$ cat src/rtl/wdt_pkg.sv
package wdt_pkg;
  localparam int unsigned WDT_CNT_W    = 16;
  localparam int unsigned WDT_RLD_W    = 8;
  localparam int unsigned WDT_FAST_DIV = 24;
  localparam int unsigned WDT_SLOW_MUL = 16;
  localparam int unsigned WDT_WIN      = 12;
  localparam logic [WDT_CNT_W-1:0] WDT_TERM = 16'h7CFF;
endpackage

$ cat src/rtl/wdt_prescale.sv
module wdt_prescale #(
  parameter int unsigned FAST_DIV = 24,
  parameter int unsigned SLOW_MUL = 16
) (
  input  logic clk,
  input  logic rst_n,
  input  logic en,
  input  logic clr,
  input  logic slow,
  output logic tick
);
  localparam int unsigned SLOW_DIV = FAST_DIV * SLOW_MUL;
  localparam int unsigned PC_W     = $clog2(SLOW_DIV);
  localparam logic [PC_W-1:0] FAST_LAST = PC_W'(FAST_DIV - 1);
  localparam logic [PC_W-1:0] SLOW_LAST = PC_W'(SLOW_DIV - 1);

  logic [PC_W-1:0] pc_q, pc_d;
  logic [PC_W-1:0] last;

  always_comb begin
    last = slow ? SLOW_LAST : FAST_LAST;
    tick = en && !clr && (pc_q >= last);
    if (clr || !en || tick) pc_d = '0;
    else                    pc_d = pc_q + 1'b1;
  end

  always_ff @(posedge clk or negedge rst_n) begin
    if (!rst_n) pc_q <= '0;
    else        pc_q <= pc_d;
  end

  // ticks are spaced by at least one full interval
  a_r3_tick_spacing: assert property (@(posedge clk) disable iff (!rst_n)
    tick |=> !tick);
endmodule

$ cat src/rtl/wdt_refresh.sv
module wdt_refresh #(
  parameter int unsigned WIN = 12
) (
  input  logic clk,
  input  logic rst_n,
  input  logic arm_wr,
  input  logic start_wr,
  output logic refresh,
  output logic armed
);
  localparam int unsigned WIN_W = $clog2(WIN + 1);
  localparam logic [WIN_W-1:0] WIN_LAST = WIN_W'(WIN - 1);

  logic             armed_q, armed_d;
  logic [WIN_W-1:0] win_q, win_d;

  always_comb begin
    refresh = armed_q && start_wr;
    armed_d = armed_q;
    win_d   = win_q;
    if (arm_wr) begin
      armed_d = 1'b1;
      win_d   = '0;
    end else if (refresh) begin
      armed_d = 1'b0;
      win_d   = '0;
    end else if (armed_q) begin
      if (win_q == WIN_LAST) begin
        armed_d = 1'b0;
        win_d   = '0;
      end else begin
        win_d = win_q + 1'b1;
      end
    end
  end

  always_ff @(posedge clk or negedge rst_n) begin
    if (!rst_n) begin
      armed_q <= 1'b0;
      win_q   <= '0;
    end else begin
      armed_q <= armed_d;
      win_q   <= win_d;
    end
  end

  assign armed = armed_q;

  // the window counter never runs past the window
  a_r6_window_bound: assert property (@(posedge clk) disable iff (!rst_n)
    armed_q |-> (win_q < WIN_W'(WIN)));
  // a completed refresh consumes the arm
  a_r5_arm_consumed: assert property (@(posedge clk) disable iff (!rst_n)
    (refresh && !arm_wr) |=> !armed_q);
endmodule

$ cat src/rtl/wdt_two_step.sv
module wdt_two_step
  import wdt_pkg::*;
#(
  parameter int unsigned CNT_W    = WDT_CNT_W,
  parameter int unsigned RLD_W    = WDT_RLD_W,
  parameter int unsigned FAST_DIV = WDT_FAST_DIV,
  parameter int unsigned SLOW_MUL = WDT_SLOW_MUL,
  parameter int unsigned WIN      = WDT_WIN,
  parameter logic [CNT_W-1:0] TERM = WDT_TERM
) (
  input  logic             clk,
  input  logic             rst_n,
  input  logic             arm_wr,
  input  logic             start_wr,
  input  logic             reload_wr,
  input  logic [RLD_W-1:0] reload_val,
  input  logic             sts_clr,
  output logic [CNT_W-1:0] cnt_o,
  output logic             sts_o,
  output logic             rst_req_o
);
  localparam int unsigned LO_W  = CNT_W / 2;
  localparam int unsigned PAD_W = CNT_W - LO_W - (RLD_W - 1);

  logic [RLD_W-1:0] rld_q, rld_d;
  logic [CNT_W-1:0] cnt_q, cnt_d, load_word;
  logic             run_q, run_d;
  logic             req_q, req_d;
  logic             sts_q, sts_d;
  logic             tick, refresh, armed, do_load, at_term;

  wdt_refresh #(.WIN(WIN)) u_refresh (
    .clk      (clk),
    .rst_n    (rst_n),
    .arm_wr   (arm_wr),
    .start_wr (start_wr),
    .refresh  (refresh),
    .armed    (armed)
  );

  wdt_prescale #(.FAST_DIV(FAST_DIV), .SLOW_MUL(SLOW_MUL)) u_prescale (
    .clk   (clk),
    .rst_n (rst_n),
    .en    (run_q),
    .clr   (do_load),
    .slow  (rld_q[RLD_W-1]),
    .tick  (tick)
  );

  always_comb begin
    load_word = {{PAD_W{1'b0}}, rld_q[RLD_W-2:0], {LO_W{1'b0}}};
    do_load   = start_wr && (!run_q || refresh);
    at_term   = (cnt_q == TERM);

    rld_d = reload_wr ? reload_val : rld_q;
    run_d = run_q || start_wr;

    if (do_load)   cnt_d = load_word;
    else if (tick) cnt_d = cnt_q + 1'b1;
    else           cnt_d = cnt_q;

    req_d = at_term;
    sts_d = at_term || (sts_q && !sts_clr);
  end

  always_ff @(posedge clk or negedge rst_n) begin
    if (!rst_n) begin
      rld_q <= '0;
      cnt_q <= '0;
      run_q <= 1'b0;
      req_q <= 1'b0;
      sts_q <= 1'b0;
    end else begin
      rld_q <= rld_d;
      cnt_q <= cnt_d;
      run_q <= run_d;
      req_q <= req_d;
      sts_q <= sts_d;
    end
  end

  assign cnt_o     = cnt_q;
  assign sts_o     = sts_q;
  assign rst_req_o = req_q;

  // a stopped watchdog holds a zero count
  a_r1_idle_zero: assert property (@(posedge clk) disable iff (!rst_n)
    !run_q |-> (cnt_q == '0));
  // once running, only reset stops it
  a_r4_no_stop: assert property (@(posedge clk) disable iff (!rst_n)
    run_q |=> run_q);
  // between loads the count holds or steps by one
  a_r3_step_one: assert property (@(posedge clk) disable iff (!rst_n)
    !do_load |=> (cnt_q == $past(cnt_q) || cnt_q == $past(cnt_q) + 1'b1));
  // status is set whenever the request rises
  a_r9_sts_with_req: assert property (@(posedge clk) disable iff (!rst_n)
    $rose(req_q) |-> sts_q);
endmodule

$ cat config.mk
export PLATFORM = sky130hd
export DESIGN_NAME = wdt_two_step
export DESIGN_NICKNAME = d
export VERILOG_FILES = /design/src/rtl/wdt_pkg.sv /design/src/rtl/wdt_prescale.sv /design/src/rtl/wdt_refresh.sv /design/src/rtl/wdt_two_step.sv
export SDC_FILE = /design/constraint.sdc
export NUM_CORES = 1
export LEC_CHECK = 0
export BUFFER_PORTS_ARGS = -buffer_cell sky130_fd_sc_hd__buf_2
export CAP_MARGIN = 10
export CORE_MARGIN = 3
export CORE_UTILIZATION = 60
export CTS_CLUSTER_DIAMETER = 30
export CTS_CLUSTER_SIZE = 14
export DETAILED_ROUTE_END_ITERATION = 8
export PLACE_DENSITY = 0.91
export SYNTH_ARGS = -nofsm -noshare
export SYNTH_HDL_FRONTEND = slang
export SYNTH_SLANG_ARGS = --single-unit
$ cat constraint.sdc
create_clock -name clk -period 3.9 [get_ports clk]
set_input_delay 0 -clock clk [delete_from_list [all_inputs] [get_ports clk]]
set_output_delay 0 -clock clk [all_outputs]
set_load 0.005 [all_outputs]
==> results.md <==
| Result | Value |
| --- | --- |
| Dominant combinational cell family by area after synthesis | simple AND/OR/NAND/NOR gates |
| Path type of the worst min-delay path | primary input to flop |
| Smallest hold slack | 50.8 ps |
| Initial antenna violation count | 0 |
| Count of buffers added by post-CTS timing repair for setup | 0 |
| Final Hold Fails | 0 |
| Library cell used as clock root buffer | sky130_fd_sc_hd__clkbuf_4 |
| Slowest cell delay on critical path | 570 ps |
| Clock tree from TritonCTS | yes |
| Cell with the largest stage delay on the worst path | sky130_fd_sc_hd__o31ai_2 |
| Hold buffer count at CTS | 15 |
| Fraction of registers with async set or reset after synthesis | 100% |
| Length of the first detailed-routing pass in iterations | 4 |
| WL final | 4.58 mm |
| Number of nets in the synthesized netlist | 226 |
| RSZ-0062 raised after global routing | no |
| CTS clk-pin slew, worst paths | 120 ps |
| Nature of the critical path startpoint | flop |
| TritonCTS buffer count | 5 |
| GRT Total Usage | 24.7% |
| Ports | 32 |
| Post-placement cell area | 2280 um^2 |
| Critical path type | flop to flop |
| Sinks on the clock net | 41 |
| Mux share of post-synthesis cell area | 6.19% |
| Status | complete, no violations |
| Source-to-sink clock delay at the later pin of the worst-skew pair | 350 ps |
| Number of warning messages in the yosys log | 0 |
| Cells traversed along the worst timing path | ha_1 > a21o_1 > a31oi_1 > o31ai_2 > nand3_1 > o32ai_1 |
| Layout cell share with drive strength beyond 1 | 20.5% |
| Initial standard-cell utilization of the core | 65.5% |
| Detailed placement HPWL | 3.16 mm |
| Cell area after technology mapping | 2080 um^2 |
| Vias per cell | 5.86 |
| Flops & latches, synth | 41 |
| Largest net degree at the start of global routing | 42 |
| Simple-gate share of the synthesized area | 21.9% |
| Post-synthesis compound-gate area fraction | 11.5% |
| Max-slew violation count | 0 |
| ANT cells | 0 |
| Total power after layout | 0.000910 W |
| Number of distinct library cells after synthesis | 44 |
| DRC | 0 |
| Part of the cycle the worst path needs | 57.2% |
| Fin Clk Skew | 9.43 ps |
| Average wire per cell in the routed design | 15.4 um |
| Cell Pwr Density | 362 nW/um^2 |
| Residual overflow from global routing | 0 |
| Shortest period the worst path allows | 2230 ps |
| Number of antenna-violating nets in the routed design | 0 |
| Mean Syn Cell Area | 10.2 um^2 |
| Number of flops mapped to enable cells by yosys | 0 |
| Post-synthesis share of cell area spent on full adders, half adders and majority gates | 4.21% |
| Chip height | 64.9 um |
| Number of buffer and inverter instances along the worst setup path | 0 |
| Crit path required time | 4140 ps |
| Syn Inst Count | 205 |
| Dominant synthesized flop cell | sky130_fd_sc_hd__dfrtp_1 |
| Accumulated negative setup slack | 0 ps |
| Setup violation total in the final timing report | 0 |
| Kind of end point of the critical path | flop |
| Maximum vdd ir drop | 0.362 mV |
| Biggest fanout along the worst timing path | 9 |
| Arrival @ worst endpoint | 2470 ps |
| Die Outline Area | 4210 um^2 |
| Global-route wire length before repair | 8.01 mm |
| Cts repair resizes | 0 |
| Die Wd | 64.9 um |
| Count of H-tree levels built during CTS | 2 |
| Parity-gate share of the synthesized area counting xor and xnor cells | 4.21% |
| Slew @ Worst Pin | 872 ps |
| Category of cells accounting for the largest share of critical-path delay | compound AO/OA/AOI/OAI gates |
| Final #Nets | 274 |
| Starting DRC count in detailed routing | 99 |
| Layout-stage area growth over the synthesis result | 20.6% |
| Final estimated routing congestion in global placement | 0.843 |
| Vias | 1,746 |
| Max-Slew Margin vs Limit | 41.9% |
| Post-layout instance area | 2510 um^2 |
| Leakage power total | 1.17 nW |
| # rows | 20 |
| Port-buffer cells | 31 |
| Area of the core | 3180 um^2 |
| Fin util | 79.0% |
| Maximum frequency from static timing analysis | 0.448 GHz |
| Seq/Total Area, Yosys | 49.3% |
| Number of global-route vias before repair | 1,715 |
| Max clock buf depth | 2 |
| Number of maximum-capacitance violations | 0 |
[layout by cell type, fill, tap and decap left out, types with 4 or more instances in the layout]
cell                            Yosys  layout
sky130_fd_sc_hd__dfrtp_1           41      41
sky130_fd_sc_hd__buf_2              1      31
sky130_fd_sc_hd__nor2_1            23      23
sky130_fd_sc_hd__dlygate4sd3_1      0      15
sky130_fd_sc_hd__nand2_1           14      14
sky130_fd_sc_hd__nand3_1           11      11
sky130_fd_sc_hd__nand4_1           10      10
sky130_fd_sc_hd__inv_1              9       9
sky130_fd_sc_hd__a31oi_1            8       8
sky130_fd_sc_hd__mux2_2             7       7
sky130_fd_sc_hd__o21ai_0            7       7
sky130_fd_sc_hd__ha_1               7       7
sky130_fd_sc_hd__xor2_1             6       6
sky130_fd_sc_hd__mux2i_1            5       5
sky130_fd_sc_hd__clkbuf_4           0       5
sky130_fd_sc_hd__xnor2_1            4       4
sky130_fd_sc_hd__nand2b_1           4       4
sky130_fd_sc_hd__and3_1             4       4
[worst paths after layout]
check                                   startpoint                  to  slack, ps  cells past startpoint
worst max-delay path            u_prescale.pc_q[0]            cnt_o[2]       1670                      6
worst min-delay path                     reload_wr            rld_q[6]         50                      2
worst max register to register  u_prescale.pc_q[0]            cnt_o[2]       1670                      6
worst min register to register            rld_q[0]            rld_q[0]        520                      1
max in group asynchronous                    rst_n            cnt_o[3]       3070                      2
min in group asynchronous                    rst_n  u_prescale.pc_q[3]        290                      2
[registers in the layout, indices dropped and copies added (netlist names)]
register         flops
cnt_o               16
u_prescale.pc_q      9
rld_q                8
u_refresh.win_q      4
rst_req_o            1
run_q                1
sts_o                1
u_refresh.armed      1
[worst reg2reg max path, delay by kind of cell, from the launching register on]
kind	cells	cell delay [ps]
AO/OA/AOI/OAI	4	1150
adder cells (fa/ha/maj)	1	280
flip-flops	1	440
AND/OR/NAND/NOR	1	260
[layout make-up]
type,instances,area [um^2]
multi-input cells,149,998
repair buffers,47,313
clock inverters,1,30.0
flip-flops and latches,41,1030
inverters,9,33.8
clock buffers,7,55.1
well taps,44,55.1
fillers,222,667
[metrics by stage]
stage / instances / setup slack (ps)
after global routing: 298 / 1520
after detailed placement: 275 / 1730
after global placement: 275 / 1840
after CTS: 298 / 1710
final: 298 / 1670
after floorplan: 205 / 1940
[cell usage after synthesis, types with 2 or more instances]
| master | count | area, um^2 |
|---|---|---|
| sky130_fd_sc_hd__or4_1 | 3 | 22.5 |
| sky130_fd_sc_hd__and3_1 | 4 | 25.0 |
| sky130_fd_sc_hd__nor4b_1 | 2 | 17.5 |
| sky130_fd_sc_hd__mux2_2 | 7 | 78.8 |
| sky130_fd_sc_hd__a21oi_1 | 2 | 10.0 |
| sky130_fd_sc_hd__nand4_1 | 10 | 62.6 |
| sky130_fd_sc_hd__dfrtp_1 | 41 | 1030 |
| sky130_fd_sc_hd__o22ai_1 | 2 | 12.5 |
| sky130_fd_sc_hd__nand3_1 | 11 | 55.1 |
| sky130_fd_sc_hd__a31oi_1 | 8 | 50.1 |
| sky130_fd_sc_hd__ha_1 | 7 | 87.6 |
| sky130_fd_sc_hd__or3_1 | 3 | 18.8 |
| sky130_fd_sc_hd__clkbuf_1 | 5 | 18.8 |
| sky130_fd_sc_hd__and2_1 | 3 | 18.8 |
| sky130_fd_sc_hd__xnor2_1 | 4 | 35.0 |
| sky130_fd_sc_hd__o31ai_1 | 3 | 22.5 |
| sky130_fd_sc_hd__inv_1 | 9 | 33.8 |
| sky130_fd_sc_hd__mux2i_1 | 5 | 50.1 |
| sky130_fd_sc_hd__xor2_1 | 6 | 52.6 |
| sky130_fd_sc_hd__o21ai_0 | 7 | 35.0 |
| sky130_fd_sc_hd__nand2b_1 | 4 | 25.0 |
| sky130_fd_sc_hd__nand2_1 | 14 | 52.6 |
| sky130_fd_sc_hd__a21o_1 | 2 | 15.0 |
| sky130_fd_sc_hd__nor2_1 | 23 | 86.3 |
[kinds of logic after synthesis]
kind of cell,Yosys count
buffers and inverters,15
adders and majority gates,7
DFF,41
xor gates and xnor gates,10
muxes,12
AOI/OAI and AO/OA,34
and+or+nand+nor,86
[power by group]
| part | internal, W | switching (W) |
|---|---|---|
| clock | 0.000153 | 0.000136 |
| sequential | 0.000457 | 0.0000369 |
| combinational | 0.0000628 | 0.0000640 |
| total | 0.000673 | 0.000237 |
[layer usage]
metal / up-vias / track usage, % / wire length (um)
met4: 0 / 6.33 / 75
met5: - / 0 / 0
met1: 835 / 33.3 / 2040
met2: 58 / 39.5 / 2170
li1: 843 / - / -
met3: 10 / 6.76 / 290
Power figures use the tool's default switching activity.
